## config.mk

```make
export PLATFORM = sky130hd
export DESIGN_NAME = sar_adc_ctrl
export DESIGN_NICKNAME = d
export VERILOG_FILES = /design/src/rtl/sar_adc_ctrl.sv
export SDC_FILE = /design/constraint.sdc
export NUM_CORES = 1
export LEC_CHECK = 0
export ABC_AREA = 0
export BUFFER_PORTS_ARGS = -buffer_cell sky130_fd_sc_hd__buf_2
export CORE_MARGIN = 2
export CORE_UTILIZATION = 25
export DETAILED_ROUTE_END_ITERATION = 7
export GPL_TIMING_DRIVEN = 0
export SYNTH_ARGS = -nofsm -noshare
export SYNTH_HDL_FRONTEND = slang
export SYNTH_SLANG_ARGS = --single-unit
```

## constraint.sdc

```tcl
create_clock -name clk -period 2.5 [get_ports clk]
set_clock_uncertainty 0.15 [all_clocks]
set_input_delay 0.5 -clock clk [delete_from_list [all_inputs] [get_ports clk]]
set_output_delay 0.5 -clock clk [all_outputs]
set_load 0.1 [all_outputs]
```

## src/rtl/sar_adc_ctrl.sv

```systemverilog
`timescale 1ns/1ps
module sar_adc_ctrl #(
  parameter int RES_BITS = 10,
  parameter int NUM_CH   = 6,
  parameter int DLY_BITS = 6
) (
  input  logic                clk,
  input  logic                rst_n,
  input  logic                psel,
  input  logic                penable,
  input  logic                pwrite,
  input  logic [3:0]          paddr,
  input  logic [31:0]         pwdata,
  output logic [31:0]         prdata,
  input  logic                cmp_in,
  output logic [RES_BITS-1:0] trial_code,
  output logic [2:0]          ch_sel,
  output logic                pwr_on,
  output logic                irq
);
  localparam int IDX_W = $clog2(RES_BITS + 1);
  localparam logic [RES_BITS-1:0] MSB_ONLY = {1'b1, {(RES_BITS-1){1'b0}}};

  typedef enum logic [1:0] {S_IDLE, S_SETTLE, S_CONV} state_t;

  state_t               state;
  logic [DLY_BITS-1:0]  cnt, dly_q;
  logic [IDX_W-1:0]     bit_idx;
  logic [RES_BITS-1:0]  trial, result, kept, next_trial;
  logic [2:0]           ch_reg, ch_lat;
  logic                 pwr_q, ie_q, st_q;

  wire wr      = psel & penable & pwrite;
  wire wr_ctrl = wr && (paddr == 4'h8);
  wire wr_dly  = wr && (paddr == 4'hC);
  wire zero_wr = wr_ctrl && (pwdata == 32'h0);
  wire busy    = (state != S_IDLE);
  wire ch_ok   = int'(pwdata[2:0]) < NUM_CH;
  wire accept  = wr_ctrl && !zero_wr && !busy && !(pwdata[3] && !ch_ok);
  wire start   = accept && pwdata[3];
  wire last    = (state == S_CONV) && (bit_idx == '0);

  always_comb begin
    kept = trial;
    if (!cmp_in) kept[bit_idx] = 1'b0;
    next_trial = kept;
    if (bit_idx != '0) next_trial[bit_idx - 1'b1] = 1'b1;
  end

  always_ff @(posedge clk or negedge rst_n) begin
    if (!rst_n) begin
      state   <= S_IDLE;
      cnt     <= '0;
      dly_q   <= '0;
      bit_idx <= '0;
      trial   <= '0;
      result  <= '0;
      ch_reg  <= '0;
      ch_lat  <= '0;
      pwr_q   <= 1'b0;
      ie_q    <= 1'b0;
      st_q    <= 1'b0;
    end else begin
      if (wr_dly) dly_q <= pwdata[DLY_BITS-1:0];
      if (zero_wr) begin
        pwr_q  <= 1'b0;
        ie_q   <= 1'b0;
        st_q   <= 1'b0;
        ch_reg <= '0;
        state  <= S_IDLE;
      end else begin
        if (accept) begin
          ch_reg <= pwdata[2:0];
          pwr_q  <= pwdata[3];
          ie_q   <= pwdata[5];
          st_q   <= 1'b0;
        end
        if (start) begin
          state  <= S_SETTLE;
          cnt    <= dly_q;
          ch_lat <= pwdata[2:0];
        end
        case (state)
          S_SETTLE: begin
            if (cnt == '0) begin
              state   <= S_CONV;
              bit_idx <= IDX_W'(RES_BITS - 1);
              trial   <= MSB_ONLY;
            end else begin
              cnt <= cnt - 1'b1;
            end
          end
          S_CONV: begin
            trial <= next_trial;
            if (bit_idx == '0) begin
              result <= next_trial;
              st_q   <= 1'b1;
              state  <= S_IDLE;
            end else begin
              bit_idx <= bit_idx - 1'b1;
            end
          end
          default: ;
        endcase
      end
    end
  end

  always_comb begin
    prdata = '0;
    case (paddr)
      4'h0: prdata[RES_BITS-1:0] = result;
      4'h4: prdata[0] = busy;
      4'h8: begin
        prdata[2:0] = ch_reg;
        prdata[3]   = pwr_q;
        prdata[5]   = ie_q;
        prdata[6]   = st_q;
      end
      4'hC: prdata[DLY_BITS-1:0] = dly_q;
      default: ;
    endcase
  end

  assign trial_code = trial;
  assign ch_sel     = ch_lat;
  assign pwr_on     = pwr_q;
  assign irq        = st_q & ie_q;

  p_chsel_hold_r11: assert property (@(posedge clk) disable iff (!rst_n)
    busy |=> $stable(ch_sel));
  p_cancel_r8: assert property (@(posedge clk) disable iff (!rst_n)
    zero_wr |=> (!busy && !pwr_on && !irq));
  p_busy_ignore_r9: assert property (@(posedge clk) disable iff (!rst_n)
    (wr_ctrl && busy && !zero_wr) |=> ($stable(pwr_q) && $stable(ie_q) && $stable(ch_reg)));
  p_result_hold_r6: assert property (@(posedge clk) disable iff (!rst_n)
    !last |=> $stable(result));
  p_done_r7: assert property (@(posedge clk) disable iff (!rst_n)
    (last && !zero_wr) |=> (!busy && st_q));
  p_msb_first_r4: assert property (@(posedge clk) disable iff (!rst_n)
    (state == S_SETTLE && cnt == '0 && !zero_wr) |=> (state == S_CONV && trial_code == MSB_ONLY));
endmodule

```

==> flow_metrics.env <==
export IMPL_outcome="finished clean"
export IMPL_yosysUniqueCellTypes=55
export IMPL_grt_max_degree=48
export IMPL_io_buffers=66
export IMPL_synth_top_family_by_area="compound AO/OA/AOI/OAI gates"
export IMPL_hp_class="in2async"
export IMPL_clock_fmax_ghz=0.4106
export IMPL_cp_data_required_time_ns=1.85
export IMPL_syn_to_final_growth_pct=29.77
export IMPL_synth_flop_cell="dfrtp_1"
export IMPL_crit_path_max_fanout=10
export IMPL_netlist_area_mm2=0.003005
export IMPL_critical_path_most_common_cell="clkbuf_4"
export IMPL_dieArea_mm2=0.01291
export IMPL_clkLatencyLatePin_ns=0.29
export IMPL_fillers=1223
export IMPL_nets=474
export IMPL_first_global_vias=2410
export IMPL_multi_input_area_mm2=0.001668
export IMPL_hpwl_um=6023
export IMPL_drc=0
export IMPL_cp_end_kind="primary output"
export IMPL_drive_gt1_share_pct=35.38
export IMPL_coreArea_mm2=0.01186
export IMPL_fin_crit_sh_pct=97.42
export IMPL_num_vias=2636
export IMPL_clock_sinks=47
export IMPL_min_period_ns=2.435
export IMPL_synth_mux_area_share_pct=7.660
export IMPL_chipWidth_um=113.6
export IMPL_numPlacedInstances=561
export IMPL_ios=89
export IMPL_critPathLaunchType="input port"
export IMPL_synthSimpleGateAreaFrac_pct=19.19
export IMPL_async_reset_ff_share_pct=100.0
export IMPL_synth_xor_area_share_pct=0.2914
export IMPL_ff_latch_area_mm2=0.001176
export IMPL_critPathMaxStageDelay_ns=0.36
export IMPL_routedWlPerCell_um=13.87
export IMPL_num_antenna_cells=0
export IMPL_crit_type="in2out"
export IMPL_ys_warn_count=0
export IMPL_hold_violations=0
export IMPL_cap_violations=0
export IMPL_antenna_found_initial=0
export IMPL_final_util_pct=32.88
export IMPL_cellPowerDensity_mw_per_mm2=762.5
export IMPL_crit_chain="buf_2, clkbuf_4, mux2_2, a22oi_1, nor2_2, clkbuf_4"
export IMPL_cts_tree="yes"
export IMPL_grt_setup_unrepaired="no"
export IMPL_synth_compound_area_share_pct=20.07
export IMPL_start_util_pct=25.34
export IMPL_wl_um=7922
export IMPL_clk_pin_slew_ns=0.06
export IMPL_maxSlewViolCount=0
export IMPL_avgSynthCellArea_um2=9.191
export IMPL_ant_nets=0
export IMPL_setup_violations=0
export IMPL_synth_seq_cells=47
export IMPL_syn_inst=327
export IMPL_worst_pin_slew_ns=1.065
export IMPL_drtIter0Drc=91
export IMPL_synth_area_leaders="dfrtp_1, mux2_2, nand2_1, buf_4, ha_1"
export IMPL_groute_usage_overall_pct=12.29
export IMPL_synthMostInstantiatedCell="nand2_1"
export IMPL_max_slew_margin_pct=28.99
export IMPL_htree_levels=2
export IMPL_firstDrtPassIters=5
export IMPL_synth_seq_area_share_pct=39.13
export IMPL_die_h_um=113.6
export IMPL_synth_edff_count=0
export IMPL_cts_buffers_inserted=5
export IMPL_synth_top_area_cell="dfrtp_1"
export IMPL_pre_cts_slack_ns=-0.4014
export IMPL_synth_common_cells="nand2_1, dfrtp_1, nor2_1"
export IMPL_std_cell_rows=40
export IMPL_synth_top_area_share_pct=39.13
export IMPL_clockBufferDepth=2
export IMPL_crit_arrival_ns=1.79
export IMPL_path_buf_inv=3
export IMPL_critPathTopFamily="buffers and inverters"
export IMPL_cp_slowest_cell="mux2_2"
export IMPL_finalWorstSetupSlack_ns=0.06452
export IMPL_clock_root_buffer="clkbuf_16"
export IMPL_place_congestion=0.8573
export IMPL_peakVddDrop_uv=377.2
export IMPL_synthAdderAreaFrac_pct=3.747
export IMPL_grt_pass1_wl_um=12670
export IMPL_overflow=0
export IMPL_vias_per_cell=4.616
export IMPL_leakage_nw=1.862
export IMPL_setup_tns_ns=0
export IMPL_finalNonFillerCells=571
## worst register-to-register path, cell delays in order (launching register included)
cell and delay, ns:
dfrtp_1 0.41, inv_1 0.07, ha_1 0.17, or3b_4 0.43, o31ai_4 0.37, o311ai_4 0.18
buf_12 0.17, buf_6 0.14, nand2_1 0.11, o31ai_4 0.07
## stage by stage
step | hold WS, ns | total power [W] | area [um2]
CTS | 0.3072 | 0.002977 | 3854
detailed placement | 0.3085 | 0.002081 | 3635
floorplan | 0.05441 | 0.001834 | 3120
global route | 0.3245 | 0.003147 | 3900
finish | 0.2634 | 0.002974 | 3900
global placement | 0.3012 | 0.002062 | 3635
## layout make-up
class | instances | area share (%)
inverter | 14 | 1.347
tap | 147 | 4.716
buffer | 36 | 6.224
timing repair buffer | 69 | 9.945
sequential | 47 | 30.16
multi-input combinational | 250 | 42.77
clock inverter | 2 | 1.540
clock buffer | 6 | 3.304
## kinds of logic after synthesis
group | Yosys count
multiplexers | 21
buffers and inverters | 51
AND/OR/NAND/NOR | 117
XOR/XNOR | 1
flip-flops | 47
AO/OA/AOI/OAI | 80
other | 1
adder cells (fa/ha/maj) | 9
## power by group
part           switching, W  internal (W)
combinational      0.000757      0.000369
sequential         0.000117      0.000873
clock              0.000284      0.000574
total               0.00116       0.00182
## what timing repair did
| item | CTS | global route |
|---|---|---|
| pin swaps | 2 | 2 |
| setup endpoints to repair | 16 | 25 |
| buffers inserted | 1 | 2 |
| hold buffers | 0 | 0 |
| resized for setup | 5 | 13 |
## placed cells by master, fill, tap and decap left out, types with 4 or more instances in the layout
master	count
nand3_1	5
conb_1	22
nor2_1	19
a21oi_1	12
clkbuf_16	5
dfrtp_1	47
buf_2	60
a22oi_1	9
o31ai_2	4
a22o_1	4
nor2_2	4
clkbuf_4	6
o21ai_0	21
nand2_1	48
mux2i_1	5
a31oi_1	4
mux2_2	16
inv_1	14
ha_1	9
buf_4	28
nor4_1	6
clkbuf_1	7
nor2b_1	7
## layer usage
layer | up-vias | track usage (%) | wire [um]
met2 | 84 | 19.04 | 3597
met3 | 8 | 2.976 | 441
met1 | 1234 | 17.59 | 3817
met4 | 0 | 2.358 | 65
met5 | - | 0 | 0
li1 | 1310 | - | -
## final timing paths
path	to	cells past startpoint	slack, ns	start
min in group clk	ch_sel[0]$_DFFE_PN0P_	3	0.31	pwdata[0]
worst min-delay path	ch_sel[1]$_DFFE_PN0P_	1	0.26	rst_n
worst max register to register	trial_code[0]$_DFFE_PN0P_	9	0.11	cnt[0]$_DFFE_PN0N_
worst max-delay path	prdata[5]	6	0.06	paddr[2]
worst min register to register	ch_sel[2]$_DFFE_PN0P_	2	0.33	ch_sel[2]$_DFFE_PN0P_
max in group asynchronous	result[4]$_DFFE_PN0P_	1	1.29	rst_n
No activity file was read; power rests on OpenSTA's default activity.
